[src/rtl/prio_irq_pkg.sv]
package prio_irq_pkg;
  localparam int IRQ_COUNT = 8;
  localparam int IDX_W = $clog2(IRQ_COUNT);
  localparam int VEC_W = 8;
  localparam int CFG_W = 8;

  typedef enum logic [1:0] {
    REG_BASE = 2'd0,
    REG_MASK = 2'd1,
    REG_CFG  = 2'd2,
    REG_EOI  = 2'd3
  } reg_addr_e;

  // strobes from control to datapath
  typedef struct packed {
    logic             grant;
    logic [IDX_W-1:0] grantIdx;
    logic             eoi;
    logic             vecLoad;
    logic [IDX_W-1:0] vecIdx;
  } strobe_t;

  // returns {found, index of lowest set bit}
  function automatic logic [IDX_W:0] lowestSet(input logic [IRQ_COUNT-1:0] v);
    logic [IDX_W:0] res;
    res = '0;
    for (int i = IRQ_COUNT - 1; i >= 0; i--) begin
      if (v[i]) res = {1'b1, IDX_W'(i)};
    end
    return res;
  endfunction
endpackage

[src/rtl/prio_irq_dp.sv]
module prio_irq_dp
  import prio_irq_pkg::*;
(
  input  logic                 clk,
  input  logic                 rstN,
  input  logic [IRQ_COUNT-1:0] irqIn,
  input  logic                 wrEn,
  input  logic [1:0]           wrAddr,
  input  logic [7:0]           wrData,
  input  strobe_t              stb,
  output logic [IRQ_COUNT-1:0] irrQ,
  output logic [IRQ_COUNT-1:0] isrQ,
  output logic [IRQ_COUNT-1:0] imrQ,
  output logic [VEC_W-1:0]     baseQ,
  output logic [CFG_W-1:0]     cfgQ,
  output logic                 winValid,
  output logic [IDX_W-1:0]     winIdx,
  output logic [VEC_W-1:0]     vecOut,
  output logic                 vecValid
);
  logic [IRQ_COUNT-1:0] irqPrev;
  logic [IRQ_COUNT-1:0] rise;
  logic [IRQ_COUNT-1:0] elig;
  logic [IRQ_COUNT-1:0] grantMask;
  logic [IRQ_COUNT-1:0] eoiMask;
  logic [IDX_W:0]       eligEnc;
  logic [IDX_W:0]       isrEnc;

  // per-line transition detect
  for (genvar g = 0; g < IRQ_COUNT; g++) begin : g_edge
    assign rise[g] = irqIn[g] & ~irqPrev[g];
  end

  assign elig    = irrQ & ~imrQ;
  assign eligEnc = lowestSet(elig);
  assign isrEnc  = lowestSet(isrQ);
  assign winIdx  = eligEnc[IDX_W-1:0];
  assign winValid = eligEnc[IDX_W] &&
                    (!isrEnc[IDX_W] || (eligEnc[IDX_W-1:0] < isrEnc[IDX_W-1:0]));

  always_comb begin
    grantMask = '0;
    eoiMask   = '0;
    if (stb.grant) grantMask[stb.grantIdx] = 1'b1;
    if (stb.eoi && isrEnc[IDX_W]) eoiMask[isrEnc[IDX_W-1:0]] = 1'b1;
  end

  always_ff @(posedge clk) begin
    if (!rstN) begin
      irqPrev  <= '0;
      irrQ     <= '0;
      isrQ     <= '0;
      imrQ     <= '1;
      baseQ    <= '0;
      cfgQ     <= '0;
      vecOut   <= '0;
      vecValid <= 1'b0;
    end else begin
      irqPrev  <= irqIn;
      irrQ     <= (irrQ & ~grantMask) | rise;
      isrQ     <= (isrQ & ~eoiMask) | grantMask;
      vecValid <= stb.vecLoad;
      if (stb.vecLoad) vecOut <= baseQ | VEC_W'(stb.vecIdx);
      if (wrEn) begin
        case (reg_addr_e'(wrAddr))
          REG_BASE: baseQ <= {wrData[VEC_W-1:IDX_W], {IDX_W{1'b0}}};
          REG_MASK: imrQ  <= wrData[IRQ_COUNT-1:0];
          REG_CFG:  cfgQ  <= wrData[CFG_W-1:0];
          default:  ;
        endcase
      end
    end
  end
endmodule

[src/rtl/prio_irq_ctl.sv]
module prio_irq_ctl
  import prio_irq_pkg::*;
(
  input  logic             clk,
  input  logic             rstN,
  input  logic             ackStb,
  input  logic             casSel,
  input  logic             wrEn,
  input  logic [1:0]       wrAddr,
  input  logic [CFG_W-1:0] cfgQ,
  input  logic             winValid,
  input  logic [IDX_W-1:0] winIdx,
  output strobe_t          stb,
  output logic             casGrant
);
  typedef enum logic {PH_FIRST, PH_SECOND} phase_e;

  phase_e           phase;
  logic [IDX_W-1:0] ackIdx;
  logic             ackCas;
  logic             masterCas;
  logic             slaveMode;
  logic [IDX_W-1:0] casIdx;
  logic             take;
  logic             firstCas;

  assign masterCas = cfgQ[0];
  assign slaveMode = cfgQ[1];
  assign casIdx    = cfgQ[2 +: IDX_W];
  assign take      = ackStb && (!slaveMode || casSel);
  assign firstCas  = masterCas && winValid && (winIdx == casIdx);

  always_comb begin
    stb          = '0;
    stb.eoi      = wrEn && (reg_addr_e'(wrAddr) == REG_EOI);
    stb.grantIdx = winIdx;
    stb.vecIdx   = ackIdx;
    if (take && phase == PH_FIRST)  stb.grant   = winValid;
    if (take && phase == PH_SECOND) stb.vecLoad = !ackCas;
  end

  assign casGrant = take && ((phase == PH_FIRST && firstCas) ||
                             (phase == PH_SECOND && ackCas));

  always_ff @(posedge clk) begin
    if (!rstN) begin
      phase  <= PH_FIRST;
      ackIdx <= '0;
      ackCas <= 1'b0;
    end else if (take) begin
      if (phase == PH_FIRST) begin
        phase  <= PH_SECOND;
        ackIdx <= winValid ? winIdx : '1;
        ackCas <= firstCas;
      end else begin
        phase  <= PH_FIRST;
      end
    end
  end
endmodule

[src/rtl/prio_irq_ctrl.sv]
module prio_irq_ctrl
  import prio_irq_pkg::*;
(
  input  logic       clk,
  input  logic       rstN,
  input  logic [7:0] irqIn,
  input  logic       ackStb,
  input  logic       casSel,
  input  logic       wrEn,
  input  logic [1:0] wrAddr,
  input  logic [7:0] wrData,
  output logic       intReq,
  output logic [7:0] vecOut,
  output logic       vecValid,
  output logic       casGrant
);
  strobe_t              stb;
  logic [IRQ_COUNT-1:0] irrQ;
  logic [IRQ_COUNT-1:0] isrQ;
  logic [IRQ_COUNT-1:0] imrQ;
  logic [VEC_W-1:0]     baseQ;
  logic [CFG_W-1:0]     cfgQ;
  logic                 winValid;
  logic [IDX_W-1:0]     winIdx;

  prio_irq_dp u_dp (
    .clk(clk), .rstN(rstN), .irqIn(irqIn), .wrEn(wrEn), .wrAddr(wrAddr),
    .wrData(wrData), .stb(stb), .irrQ(irrQ), .isrQ(isrQ), .imrQ(imrQ),
    .baseQ(baseQ), .cfgQ(cfgQ), .winValid(winValid), .winIdx(winIdx),
    .vecOut(vecOut), .vecValid(vecValid)
  );

  prio_irq_ctl u_ctl (
    .clk(clk), .rstN(rstN), .ackStb(ackStb), .casSel(casSel), .wrEn(wrEn),
    .wrAddr(wrAddr), .cfgQ(cfgQ), .winValid(winValid), .winIdx(winIdx),
    .stb(stb), .casGrant(casGrant)
  );

  assign intReq = winValid;
endmodule

[config.mk]
export PLATFORM = sky130hd
export DESIGN_NAME = prio_irq_ctrl
export DESIGN_NICKNAME = d
export VERILOG_FILES = /design/src/rtl/prio_irq_pkg.sv /design/src/rtl/prio_irq_dp.sv /design/src/rtl/prio_irq_ctl.sv /design/src/rtl/prio_irq_ctrl.sv
export SDC_FILE = /design/constraint.sdc
export NUM_CORES = 1
export LEC_CHECK = 0
export CORE_UTILIZATION = 62
export DETAILED_ROUTE_END_ITERATION = 12
export DONT_BUFFER_PORTS = 1
export HOLD_SLACK_MARGIN = 0.06
export PLACE_DENSITY = 0.87
export SLEW_MARGIN = 20
export SYNTH_ARGS = -nofsm -noshare
export SYNTH_HDL_FRONTEND = slang
export SYNTH_HIERARCHICAL = 1
export SYNTH_SLANG_ARGS = --single-unit
[constraint.sdc]
create_clock -name clk -period 3.6 [get_ports clk]
set_clock_uncertainty 0.2 [all_clocks]
set_input_delay 0.72 -clock clk [delete_from_list [all_inputs] [get_ports clk]]
set_output_delay 0.72 -clock clk [all_outputs]
set_load 0.005 [all_outputs]
# Word-level counts from Yosys, hierarchy flattened
# Index checks and enable logic that the tools add are counted.
# totals
input_bits	23
out_inout_bits	11
regBits	56
elab_cells	96
# classes
reduce_logical	24
bitwise_logic	26
n_eq_ne	4
magnitude_cmp	5
n_mux	26
# op_table
op	count
4-bit two-way mux	16
8-bit bitwise AND	3
8-bit inverter	3
8-bit two-way mux	2
8-bit OR	2
1-bit logical AND	13
1-bit inverter	9
1-bit bitwise AND	8
3-bit by 4-bit less-than comparator with 1-bit output (second input constant)	2
8-bit by 3-bit OR with 8-bit output	1
2-bit AND reduction	4
1-bit demux with 3-bit select	2
3-bit by 1-bit >= comparator with 1-bit output (second input constant)	2
1-bit two-way mux	5
2-bit == test (second input constant)	2
3-bit == test	1
1-bit logical NOT	3
1-bit logical OR	3
3-bit less-than comparator	1
3-bit two-way mux	1
2-bit by 1-bit == test with 1-bit output (second input constant)	1
2-bit logical NOT	1

# Longest topological paths before layout
# Gate-level depths: netlist of the first run.
# depth
word_depth	18
mapped_depth	15
ltp_nobuf	15

# Cells and area by module
# The synthesis of the first run kept the hierarchy.
# modules_own_cells
module	instances	seq_area_each_um2	cells_per_inst	area_each_um2
prio_irq_dp	1	1081.0	245	2280.9
prio_irq_ctl	1	100.1	38	340.3

# Worst setup path after synthesis of the first run
# No wires, ideal clock.
# synth_path
path_kind	register -> output
start	reg u_dp.irrQ[3]
end	out casGrant
t_arrival_ns	2.476
required_time_ns	2.680
stages_incl_launch_ff	12
slack_ns	0.204
n_path_buf	0
path_cell_list	dfxtp_1 > nor2b_1 > a21oi_1 > nor2b_1 > nor2b_1 > ha_1 > a211o_1 > nor3_1 > a2bb2oi_1 > and3b_1 > nand4_1 > a21oi_1
# synth_via
elab_chain_len	13
word_cells_on_any_way	14
classes_between	order compare (1); eq/ne (1); mux (4); bitwise (1); reduce/logical (7)
# synth_lines
item	line_no	source
start, declared	prio_irq_dp.sv:11	output logic [IRQ_COUNT-1:0] irrQ,
start signal, assigned	prio_irq_dp.sv:60	irrQ <= (irrQ & ~grantMask) | rise;
8-bit bitwise AND	prio_irq_dp.sv:34	assign elig = irrQ & ~imrQ;
4-bit two-way mux (4 in a row)	prio_irq_pkg.sv:28	if (v[i]) res = {1'b1, IDX_W'(i)};
net winIdx[2]	prio_irq_ctrl.sv:24	logic [IDX_W-1:0] winIdx;
3-bit less-than comparator	prio_irq_dp.sv:39	(!isrEnc[IDX_W] || (eligEnc[IDX_W-1:0] < isrEnc[IDX_W-1:0]));
1-bit logical OR	prio_irq_dp.sv:39	
1-bit logical AND	prio_irq_dp.sv:38	assign winValid = eligEnc[IDX_W] &&
net intReq	prio_irq_ctrl.sv:12	output logic intReq,
1-bit logical AND (2 in a row)	prio_irq_ctl.sv:31	assign firstCas = masterCas && winValid && (winIdx == casIdx);
1-bit logical AND	prio_irq_ctl.sv:42	assign casGrant = take && ((phase == PH_FIRST && firstCas) ||
1-bit logical OR	prio_irq_ctl.sv:42	
1-bit logical AND	prio_irq_ctl.sv:42	
end, declared	prio_irq_ctrl.sv:15	output logic casGrant
# The timed path passes the listed nets, and every way through them passes these cells.

# Worst setup path in the final report of the first run
# layout_path
start	reg u_dp.irrQ[3]
end	out casGrant
# layout_via
elab_chain_len	13
word_cells_on_any_way	14
classes_between	order compare (1); eq/ne (1); mux (4); bitwise (1); reduce/logical (7)
# layout_lines
item	line_no
8-bit bitwise AND *	prio_irq_dp.sv:34
4-bit two-way mux * (4 in a row)	prio_irq_pkg.sv:28
net winIdx[2]	prio_irq_ctrl.sv:24
3-bit less-than comparator	prio_irq_dp.sv:39
1-bit logical OR	prio_irq_dp.sv:39
1-bit logical AND	prio_irq_dp.sv:38
1-bit logical AND	prio_irq_ctl.sv:31
1-bit logical AND *	prio_irq_ctl.sv:31
1-bit logical AND *	prio_irq_ctl.sv:42
1-bit logical OR *	prio_irq_ctl.sv:42
1-bit logical AND *	prio_irq_ctl.sv:42
# Mark *: on every way through the listed nets, which the timed path passes. The rest lies on a longest branch.

==> results of run 1 <==
-- routing by layer --
metal	GRT usage, %	vias to the layer above	part of all wire [%]
met1	28.4	870	41
met3	7.47	16	6.2
met4	10.1	0	2.7
li1	-	929	-
met2	42.0	58	50
met5	0	-	0
-- timing repair --
action / in CTS / in global routing
pin swaps: 0 / 2
setup endpoints to repair: 1 / 1
gates resized for setup: 1 / 11
setup buffers: 0 / 1
hold buffers: 0 / 0
-- critical path: stages (launching register included) --
cell       delay, ns
dfxtp_1         0.32
nor2b_2         0.15
a21oi_2         0.17
nor2b_2         0.20
nor2b_2         0.20
ha_1            0.27
a211o_1         0.31
nor3_2          0.13
a2bb2oi_2       0.16
and3b_1         0.16
nand4_1         0.11
a21oi_2         0.16
-- where the power goes --
part           switching, mW  internal, mW
sequential            0.0188         0.647
combinational         0.0622        0.0646
clock                  0.191         0.274
total                  0.271         0.985
-- final cells by class --
class	count	area share, %
inverters	11	1.53
clock inverters	2	2.23
flip-flops and latches	56	41.6
well taps	48	2.23
multi-input cells	191	48.2
repair buffers	6	1.67
clock buffers	5	2.55
-- how the worst max path moves through the flow --
stage                to  slack, ns  cells past startpoint
2_1_floorplan  casGrant       0.20                     11
3_3_place_gp   casGrant       0.40                     11
3_5_place_dp   casGrant       0.32                     11
4_1_cts        casGrant       0.01                     11
5_1_grt        casGrant      -0.10                     11
6_report       casGrant       0.02                     11
-- sequential cells by signal, indices dropped and copies added (netlist names) --
register and flops:
u_ctl/ackIdx 3, u_dp/isrQ 8, u_dp/vecValid 1, u_dp/vecOut 8, u_ctl/phase 1, u_dp/irqPrev 8
u_dp/baseQ 5, u_dp/imrQ 8, u_dp/irrQ 8, u_ctl/ackCas 1, u_dp/cfgQ 5
-- stage by stage --
| stage | instance area [um^2] | worst slack, ns | hold slack [ns] |
|---|---|---|---|
| floorplan | 2490 | 0.204 | 0.232 |
| finish | 2690 | 0.0213 | 0.272 |
| global route | 2690 | -0.104 | 0.279 |
| CTS | 2650 | 0.0114 | 0.269 |
| detailed placement | 2520 | 0.325 | 0.245 |
| global placement | 2520 | 0.401 | 0.240 |
-- cell usage in the layout (no fill, tap or decap), types with 4 or more instances in the layout --
cell type,count
nand3_1,14
a21boi_0,6
and2_1,9
clkbuf_8,5
nor2b_1,37
o21ai_1,4
nand2_1,27
inv_1,10
dfxtp_1,56
mux2i_1,18
nor2_1,6
nand2b_1,4
o21ai_0,4
buf_4,6
a21oi_1,9
==> flow_summary.ini, run 1 <==
[layout]
nets = 296
fin_cells = 319
multiInputGateArea_um2 = 1300
regArea_um2 = 1120
utilization_pct = 72.0
drive_gt1_share_pct = 13.3
fillCellCount = 308
area_growth_pct = 8.35
num_antenna_cells = 0

[die]
ios = 34
coreArea_um2 = 3740
rows = 22
start_util_pct = 66.4
die_h_um = 65.3
die_x_um = 65.3
die-area_um2 = 4270

[drt]
antenna_left = 0
routed_wirelength_mm = 5.02
drc = 0
vias = 1873
wl_per_cell_um = 15.7
drtIter0Drc = 145
first_pass_iters = 4
viasPerCell = 5.87

[global_routing]
overflow = 0
grt_max_degree = 57
grt_pass1_vias = 1784
grtUsageTotal_pct = 24.6
grt_pass1_wl_mm = 7.88
antenna_found_initial = 0

[sta]
period_needed_ns = 3.58
max_freq_mhz = 279
drv_slew = 0
setup_violations = 0
relSlewSlack_pct = 64.6
min_period_over_period_pct = 99.4
tns_ns = 0
hold_viol_final = 0
worstMarginPinSlew_ns = 0.528

[power_and_ir_drop]
pwr_density_cell_nw_per_um2 = 467
report.power.total_mw = 1.26
peakVddDrop_uv = 364
p_leak_nw = 1.06

[clocking]
clkTransAtPathRegs_ns = 0.09
cts-root-buf = clkbuf_8
numCtsBuffers = 5
clockBufferDepth = 2
cts_tree = done
clock-sinks = 56
clk_latency_ns = 0.31
htree_levels = 2

[yosys]
netlist_area_um2 = 2490
yosysWarningCount = 6
syn_area_per_cell_um2 = 9.21
synth_fp_nets = 295
syn_inst = 270

[worst_setup_path]
crit_start = u_dp/irrQ[3]
rr_endpoint = u_dp/irrQ[6]
path_max_fanout = 2
reg2regPathDepth = 15
crit_path_start_kind = flop
rrSetupSlack_ns = 0.27
crit_arrival_ns = 2.66
cp-end-kind = output pin
r2r_start = u_dp/irrQ[3]
required_ns = 2.68
crit_type = reg -> out

[min_path]
hold_end = u_dp/imrQ[6]
hold_path_depth = 2
hp-start = u_dp/imrQ[6]
hold_class = reg -> reg

[placement]
gp_congestion = 0.908
dp_hpwl_mm = 3.51
dp_cells = 311
place.port_buffers = 0

[flow_run]
maxCapViolCount = 0

[status]
status = complete, no violations
Power figures use the tool's default switching activity.
==> inputs of run 2 (changes only) <==
- PLACE_DENSITY: 0.87 -> 0.84
==> run 2 against run 1 <==
Maximum frequency increased by 1.4%. Worst setup slack improved by 0.051 ns. Power shrank 5.3%. Clock power fell by 14%. Flip-flop and latch count did not move. Sequential share of layout area rose by 0.058 points. First-iteration DRC count shrank 39%. Clock-buffer cell count up 1. Non-clock buffer count stayed put. Largest power group unchanged.
==> flow_summary.ini, run 2 (same netlist as run 1, synthesis figures left out) <==
[status]
status = complete, no violations

[sta]
hold_viol_final = 0
period_needed_ns = 3.53
min_period_over_period_pct = 98.0
relSlewSlack_pct = 65.0
drv_slew = 0
max_freq_mhz = 283
setup_slack_ns = 0.0721
setup_violations = 0
worstMarginPinSlew_ns = 0.522
hold_slack_ns = 0.271

[layout]
nets = 296
area_growth_pct = 8.20
regArea_um2 = 1120
drive_gt1_share_pct = 13.6
fin_cells = 320
utilization_pct = 71.9
final_common_cell = dfxtp_1
multiInputGateArea_um2 = 1320
final_cell_mix = 56 x dfxtp_1, 37 x nor2b_1, 27 x nand2_1
fillCellCount = 305
num_antenna_cells = 0

[global_routing]
antenna_found_initial = 0
grt_pass1_wl_mm = 7.59
grt_max_degree = 57
overflow = 0
grtUsageTotal_pct = 23.7
grt_pass1_vias = 1734

[worst_setup_path]
crit_type = reg -> out
crit_path_start_kind = flop
path_max_fanout = 2
cp-end-kind = output pin
required_ns = 2.68
rrSetupSlack_ns = 0.42
crit_arrival_ns = 2.61

[drt]
routed_wirelength_mm = 4.69
antenna_left = 0
viasPerCell = 5.73
wl_per_cell_um = 14.6
drc = 0
vias = 1833
drtIter0Drc = 88
first_pass_iters = 4

[power_and_ir_drop]
report.power.total_mw = 1.19
peakVddDrop_uv = 286
p_leak_nw = 1.07
pwr_density_cell_nw_per_um2 = 442

[die]
die_h_um = 65.3
die-area_um2 = 4270
coreArea_um2 = 3740
start_util_pct = 66.4
die_x_um = 65.3
rows = 22
ios = 34

[placement]
preCtsSetupSlack_ns = 0.310
dp_cells = 311
gp_congestion = 0.858
dp_hpwl_mm = 3.41
place.port_buffers = 0

[clocking]
numCtsBuffers = 5
clock-sinks = 56
postCtsHoldBufs = 0
clk_latency_ns = 0.31
cts-root-buf = clkbuf_8
cts_tree = done
clkTransAtPathRegs_ns = 0.10
htree_levels = 2
clockBufferDepth = 2

[min_path]
hold_class = reg -> reg

[flow_run]
maxCapViolCount = 0
-- run 2: changes by cell type in the layout (fill, tap and decap cells not counted) --
cell and change:
nor2b_2 -1, clkbuf_1 +1, o21ai_1 -1, nor4_2 -1
clkinv_2 +1, bufinv_16 -1, o21ai_2 +1, nor2b_4 +1
nor4_4 +1
-- run 2: what timing repair did --
item                                    in CTS  in global routing
resized for setup                            2                 13
setup buffers                                0                  1
hold endpoints to repair                     0                  0
endpoints found under the setup margin       1                  1
pin swaps                                    1                  0
-- run 2: final timing paths --
check | startpoint | endpoint | cells after the start
setup / recovery | u_dp/irrQ[3] | casGrant | 11
hold / removal | u_dp/imrQ[0] | u_dp/imrQ[0] | 2
setup reg to reg | u_dp/irrQ[3] | u_dp/irrQ[6] | 15
hold reg to reg | u_dp/imrQ[0] | u_dp/imrQ[0] | 2
-- run 2: final cells by class --
cell class                      instances  share of cell area, %
Timing Repair Buffer                    6                   1.67
Sequential cell                        56                   41.7
Multi-Input combinational cell        191                   48.9
Tap cell                               48                   2.23
Clock inverter                          2                   1.30
Clock buffer                            6                   2.70
Inverter                               11                   1.53
-- run 2: layer usage --
metal	global-route usage (%)	wire [um]	vias up
li1	-	-	926
met1	27.8	2080	860
met2	41.4	2290	40
met3	7.12	263	7
met4	6.79	53	0
met5	0	0	-
-- run 2: per-stage QoR --
stage / cell area, um^2 / setup TNS (ns)
2_1_floorplan: 2490 / 0
3_3_place_gp: 2520 / 0
3_5_place_dp: 2520 / 0
4_1_cts: 2630 / 0
5_1_grt: 2690 / -0.0711
6_report: 2690 / 0
-- run 2: worst max-delay path, stage by stage (launching register included) --
cell and delay (ns):
dfxtp_1 0.32, nor2b_2 0.16, a21oi_2 0.17, nor2b_4 0.20, nor2b_2 0.17, ha_1 0.25, a211o_1 0.31, nor3_2 0.13
a2bb2oi_2 0.16, and3b_1 0.16, nand4_1 0.11, a21oi_2 0.17
-- run 2: where the power goes --
| group | internal (mW) | total, mW | leakage [nW] | switching [mW] |
|---|---|---|---|---|
| Combinational | 0.0656 | 0.125 | 0.555 | 0.0595 |
| Clock | 0.207 | 0.399 | 0.0552 | 0.193 |
| Sequential | 0.647 | 0.666 | 0.459 | 0.0186 |
